<file path="config.mk">
export PLATFORM = sky130hd
export DESIGN_NAME = lpm_lookup
export DESIGN_NICKNAME = d
export VERILOG_FILES = /design/src/rtl/lpm_pkg.sv /design/src/rtl/lpm_table.sv /design/src/rtl/lpm_match.sv /design/src/rtl/lpm_select.sv /design/src/rtl/lpm_lookup.sv
export SDC_FILE = /design/constraint.sdc
export NUM_CORES = 2
export LEC_CHECK = 0
export BUFFER_PORTS_ARGS = -buffer_cell sky130_fd_sc_hd__clkbuf_2
export CAP_MARGIN = 20
export CORE_ASPECT_RATIO = 0.5
export CORE_UTILIZATION = 45
export DETAILED_ROUTE_END_ITERATION = 10
export PLACE_DENSITY_LB_ADDON = 0.1
export SYNTH_ARGS = -nofsm -noshare
export SYNTH_HDL_FRONTEND = slang
export SYNTH_SLANG_ARGS = --single-unit
</file>
<file path="constraint.sdc">
create_clock -name clk_i -period 40.7 [get_ports clk_i]
set_input_delay 4.07 -clock clk_i [delete_from_list [all_inputs] [get_ports clk_i]]
set_output_delay 4.07 -clock clk_i [all_outputs]
set_load 0.02 [all_outputs]
</file>
<file path="src/rtl/lpm_pkg.sv">
package lpm_pkg;
  localparam int ADDR_W = 32;
  localparam int LEN_W  = $clog2(ADDR_W + 1);

  typedef struct packed {
    logic              valid;
    logic [ADDR_W-1:0] prefix;
    logic [LEN_W-1:0]  len;
  } route_t;

  // ones in the len most significant bits
  function automatic logic [ADDR_W-1:0] prefix_mask(input logic [LEN_W-1:0] len);
    logic [ADDR_W-1:0] ones;
    ones = '1;
    if (int'(len) >= ADDR_W) return ones;
    return ~(ones >> len);
  endfunction
endpackage

</file>
<file path="src/rtl/lpm_table.sv">
module lpm_table
  import lpm_pkg::*;
#(
  parameter int N_ENTRIES = 16,
  parameter int PORT_W    = 4,
  localparam int IDX_W    = $clog2(N_ENTRIES)
) (
  input  logic              clk_i,
  input  logic              rst_ni,
  input  logic              we_i,
  input  logic [IDX_W-1:0]  idx_i,
  input  logic              valid_i,
  input  logic [ADDR_W-1:0] prefix_i,
  input  logic [LEN_W-1:0]  len_i,
  input  logic [PORT_W-1:0] port_i,
  output route_t            routes_o [N_ENTRIES],
  output logic [PORT_W-1:0] ports_o  [N_ENTRIES]
);
  logic [LEN_W-1:0] len_clamped;

  always_comb begin
    len_clamped = len_i;
    if (int'(len_i) > ADDR_W) len_clamped = LEN_W'(ADDR_W);
  end

  for (genvar g = 0; g < N_ENTRIES; g++) begin : g_entry
    always_ff @(posedge clk_i or negedge rst_ni) begin
      if (!rst_ni) begin
        routes_o[g] <= '0;
        ports_o[g]  <= '0;
      end else if (we_i && (idx_i == IDX_W'(g))) begin
        routes_o[g].valid  <= valid_i;
        routes_o[g].prefix <= prefix_i;
        routes_o[g].len    <= len_clamped;
        ports_o[g]         <= port_i;
      end
    end
  end
endmodule

</file>
<file path="src/rtl/lpm_match.sv">
module lpm_match
  import lpm_pkg::*;
#(
  parameter int N_ENTRIES = 16
) (
  input  logic [ADDR_W-1:0]    addr_i,
  input  route_t               routes_i [N_ENTRIES],
  output logic [N_ENTRIES-1:0] match_o
);
  for (genvar g = 0; g < N_ENTRIES; g++) begin : g_cmp
    logic [ADDR_W-1:0] diff;
    assign diff       = (addr_i ^ routes_i[g].prefix) & prefix_mask(routes_i[g].len);
    assign match_o[g] = routes_i[g].valid && (diff == '0);
  end
endmodule

</file>
<file path="src/rtl/lpm_select.sv">
module lpm_select
  import lpm_pkg::*;
#(
  parameter int N_ENTRIES = 16,
  parameter int PORT_W    = 4,
  localparam int IDX_W    = $clog2(N_ENTRIES)
) (
  input  logic [N_ENTRIES-1:0] match_i,
  input  route_t               routes_i [N_ENTRIES],
  input  logic [PORT_W-1:0]    ports_i  [N_ENTRIES],
  output logic                 hit_o,
  output logic [PORT_W-1:0]    port_o
);
  logic [LEN_W-1:0] best_len;
  logic [IDX_W-1:0] best_idx;

  // strict greater-than keeps the lowest index on equal length
  always_comb begin
    hit_o    = 1'b0;
    best_len = '0;
    best_idx = '0;
    for (int i = 0; i < N_ENTRIES; i++) begin
      if (match_i[i] && (!hit_o || (routes_i[i].len > best_len))) begin
        hit_o    = 1'b1;
        best_len = routes_i[i].len;
        best_idx = IDX_W'(i);
      end
    end
    port_o = hit_o ? ports_i[best_idx] : '0;
  end
endmodule

</file>
<file path="src/rtl/lpm_lookup.sv">
module lpm_lookup
  import lpm_pkg::*;
#(
  parameter int N_ENTRIES = 16,
  parameter int PORT_W    = 4,
  localparam int IDX_W    = $clog2(N_ENTRIES)
) (
  input  logic              clk_i,
  input  logic              rst_ni,
  input  logic              cfg_we_i,
  input  logic [IDX_W-1:0]  cfg_idx_i,
  input  logic              cfg_valid_i,
  input  logic [31:0]       cfg_prefix_i,
  input  logic [5:0]        cfg_len_i,
  input  logic [PORT_W-1:0] cfg_port_i,
  input  logic              req_valid_i,
  input  logic [31:0]       req_addr_i,
  output logic              rsp_valid_o,
  output logic              rsp_hit_o,
  output logic [PORT_W-1:0] rsp_port_o
);
  route_t               routes [N_ENTRIES];
  logic [PORT_W-1:0]    ports  [N_ENTRIES];
  logic [N_ENTRIES-1:0] match;
  logic                 sel_hit;
  logic [PORT_W-1:0]    sel_port;

  lpm_table #(.N_ENTRIES(N_ENTRIES), .PORT_W(PORT_W)) i_table (
    .clk_i    (clk_i),
    .rst_ni   (rst_ni),
    .we_i     (cfg_we_i),
    .idx_i    (cfg_idx_i),
    .valid_i  (cfg_valid_i),
    .prefix_i (cfg_prefix_i),
    .len_i    (cfg_len_i),
    .port_i   (cfg_port_i),
    .routes_o (routes),
    .ports_o  (ports)
  );

  lpm_match #(.N_ENTRIES(N_ENTRIES)) i_match (
    .addr_i   (req_addr_i),
    .routes_i (routes),
    .match_o  (match)
  );

  lpm_select #(.N_ENTRIES(N_ENTRIES), .PORT_W(PORT_W)) i_select (
    .match_i  (match),
    .routes_i (routes),
    .ports_i  (ports),
    .hit_o    (sel_hit),
    .port_o   (sel_port)
  );

  always_ff @(posedge clk_i or negedge rst_ni) begin
    if (!rst_ni) begin
      rsp_valid_o <= 1'b0;
      rsp_hit_o   <= 1'b0;
      rsp_port_o  <= '0;
    end else begin
      rsp_valid_o <= req_valid_i;
      if (req_valid_i) begin
        rsp_hit_o  <= sel_hit;
        rsp_port_o <= sel_port;
      end
    end
  end
endmodule

</file>
==> metrics.txt <==
PD cells 52.68 mW/mm^2; Peak VDD IR 0.03262 mV; Yosys reg bits 694; Slew @ Worst Pin 1225 ps; hold_buf cts 0; Final Cell Area 0.04574 mm^2; critical path class input pin to flop; RD Place Congestion 0.9499; Vias/cell 6.145; H-Tree Depth 3; Syn-to-layout area delta 9.648%; cell family with most CP delay compound AO/OA/AOI/OAI gates; clock latency at the later pin of the worst-skew pair 710 ps; Tot Pwr 2.410 mW; # nets final 4902; Die ar. 0.09400 mm^2; chip height 217.3 um; Arr. time, crit path 37240 ps; Overall Global Routing Usage 38.15%; Worst path most repeated cell ha_1; post-synthesis sequential area ratio 41.63%; placed cell count 5905; CP max FO 16; vias 37190; sequential fraction of design power 41.1%; clk root buf clkbuf_16; RSZ-0062 raised after global routing no; First-pass DRT Iterations 7; number of fill cells 8700; DP HPWL 112000 um; logic gate share of total power 28.9%; hold_ws 478.6 ps; site row count 78; vias in the first global route 34540; Max Fclk 27.26 MHz; ys flop type dfrtp_1; Initial Utilization 45.72%; distinct cell type count after synthesis 106; Post-DP Area 0.04319 mm^2; P_int 1.526 mW; syn avg cell area 8.639 um^2; CTS Buffer Depth 3; Worst Setup End Kind flop; Post-synth EDFFs 0; cell taking the most area after synthesis dfrtp_1; Die W 432.6 um; Mapped Area 0.04172 mm^2; Overflow after GRT 0; Synth top area share 41.63%; post-layout util 50.13%; status complete, no violations; Total Wirelength 179000 um; post-synthesis cell count 4829; Slowest cell on crit path a21oi_1; ys async rst share 100.0%; initial antenna violation count 25; share of cells above drive strength 1 13.22%; WP buf/inv 10; Routed WL per cell 29.58 um; Post-DRT Antenna Nets 0; Hold/Removal Path Class flop to flop; Final Hold Fails 0; post-route clock period utilization 90.15%; switching power share of the total 36.69%; leakage power 20.75 nW; Worst Skew 31.39 ps; count of final max-slew check failures 0; DRC Markers 0; Final setup viols 0; CTS sink cnt 694; IO Count 89; Non-Filler Instances 6051; first-pass GRT wire length 255200 um; TNS Setup 0 ps; Core Region 0.09125 mm^2; net switching power 0.8841 mW; Clk pwr share 30.0%; fin crit period 36690 ps; Worst-path clk slew 70 ps; number of buffers created by CTS 71; Max Cap Violations 0; DR iter-0 viols 5087; CP Launch Type input pin; Post-CTS Setup Inserts 0; top post-synthesis cells by area dfrtp_1 (42%), nand2_1 (12%), mux2_2 (6.7%), xnor2_1 (6.1%), xor2_1 (4.7%); Crit path required time 41250 ps; Setup WS pre-CTS 3863 ps; relative max-transition margin 18.34%; IO buf count 88; final setup margin 4010 ps; syn_nets 4990; synth warn 0; largest net degree at the start of global routing 152; cts repair resizes 0; CTS tree built; CP max stage delay 770 ps
==> tightest hold or removal path: stages, from the launching register on <==
cell and delay, ps:
dfrtp_1 340, nand2_1 50, nand2_1 60
==> metal layers <==
metal,vias up,part of all wire (%),track usage (%)
met5,-,0.0073,0
met4,2,3.4,13.62
met3,316,12,10.86
met2,2053,41,52.94
met1,18580,44,55.96
li1,16240,-,-
==> cells in the mapped netlist, types with 23 or more instances <==
cell	n
mux2i_1	31
nand2_1	1350
buf_1	23
xor2_1	226
xnor2_1	292
nand4_1	29
a31oi_1	46
nor4_1	34
o21a_1	34
nor2b_1	25
o21ai_0	277
or3_1	23
nand3_1	58
a21oi_1	233
nor3_1	53
clkbuf_1	305
o22ai_1	41
mux2_2	250
dfrtp_1	694
nor2_1	160
a211oi_1	38
inv_1	98
ha_1	78
nand2b_1	25
o211ai_1	30
==> power by group through the flow <==
| stage | clock network (mW) | registers (mW) | logic [mW] |
|---|---|---|---|
| 5_1_grt | 0.757 | 1.01 | 0.762 |
| 6_report | 0.722 | 0.991 | 0.696 |
| 3_5_place_dp | 0 | 0.999 | 0.678 |
| 2_1_floorplan | 0 | 0.923 | 0.520 |
| 3_3_place_gp | 0 | 0.996 | 0.675 |
| 4_1_cts | 0.729 | 0.988 | 0.682 |
==> flip-flops by register name, summed over array words and instances (netlist names) <==
| register | flops |
|---|---|
| i_table.routes_o | 624 |
| i_table.ports_o | 64 |
| rsp_port_o | 4 |
| rsp_hit_o | 1 |
| rsp_valid_o | 1 |
==> cell families (layout without fill, tap and decap cells) <==
family,count (synthesis),count (layout),share of synthesized area [%]
xor gates and xnor gates,519,519,10.91
buffers and inverters,449,416,4.118
and+or+nand+nor,1860,1860,18.83
other,0,15,0
muxes,286,286,7.660
adders and majority gates,95,95,2.747
DFF,694,694,41.63
AOI/OAI and AO/OA,926,926,14.11
==> area by class of cell <==
cell class              instances  area (um^2)  area share [%]
inverters                      99        371.6          0.8124
diodes                         15        37.54         0.08206
multi-input cells            3686        22700           49.63
flip-flops and latches        694        17370           37.97
clock buffers                  93         1969           4.305
well taps                    1240         1551           3.392
repair buffers                189         1259           2.752
clock inverters                35        484.2           1.059
==> worst paths after layout <==
kind | startpoint | endpoint | slack [ps] | depth (start not counted)
hold reg to reg | i_table.ports_o[25]$_DFFE_PN0P_ | i_table.ports_o[25]$_DFFE_PN0P_ | 480 | 2
min in group asynchronous | rst_ni | i_table.routes_o[34]$_DFFE_PN0P_ | 3430 | 1
hold / removal | i_table.ports_o[25]$_DFFE_PN0P_ | i_table.ports_o[25]$_DFFE_PN0P_ | 480 | 2
setup / recovery | req_addr_i[7] | rsp_port_o[0]$_DFFE_PN0P_ | 4010 | 151
setup reg to reg | i_table.routes_o[587]$_DFFE_PN0P_ | rsp_port_o[0]$_DFFE_PN0P_ | 6960 | 149
max in group asynchronous | rst_ni | i_table.routes_o[370]$_DFFE_PN0P_ | 33820 | 4
==> cell usage in the layout, fill, tap and decap left out, types with 11 or more instances in the layout <==
cell type  Yosys  layout
nand2b_1      25      25
dfrtp_1      694     694
o31ai_1       17      17
a21oi_1      233     233
or3_1         23      23
clkbuf_2       0      87
or2_2         19      19
clkbuf_1     305      11
or4_1         14      14
nor3_1        53      53
mux2i_1       31      31
maj3_1        17      17
nor4_1        34      34
ha_1          78      78
and2_1        14      14
nand2_1     1350    1344
diode_2        0      15
inv_1         98      98
xor2_1       226     226
clkbuf_16      0      71
o211ai_1      30      30
nand4_1       29      29
clkbuf_8       0      11
nor2b_1       25      24
and3_1        14      14
a21o_1        18      18
o2111ai_1     15      15
a211oi_1      38      38
mux2_2       250     250
buf_4          2      97
a2111oi_0     14      14
o31a_1        11      11
nand3_1       58      54
xnor2_1      292     292
o21a_1        34      34
o21ai_1       13      13
o21ai_0      277     277
nor2_1       160     151
a31oi_1       46      46
o22ai_1       41      41
No activity file was read; power rests on OpenSTA's default activity.
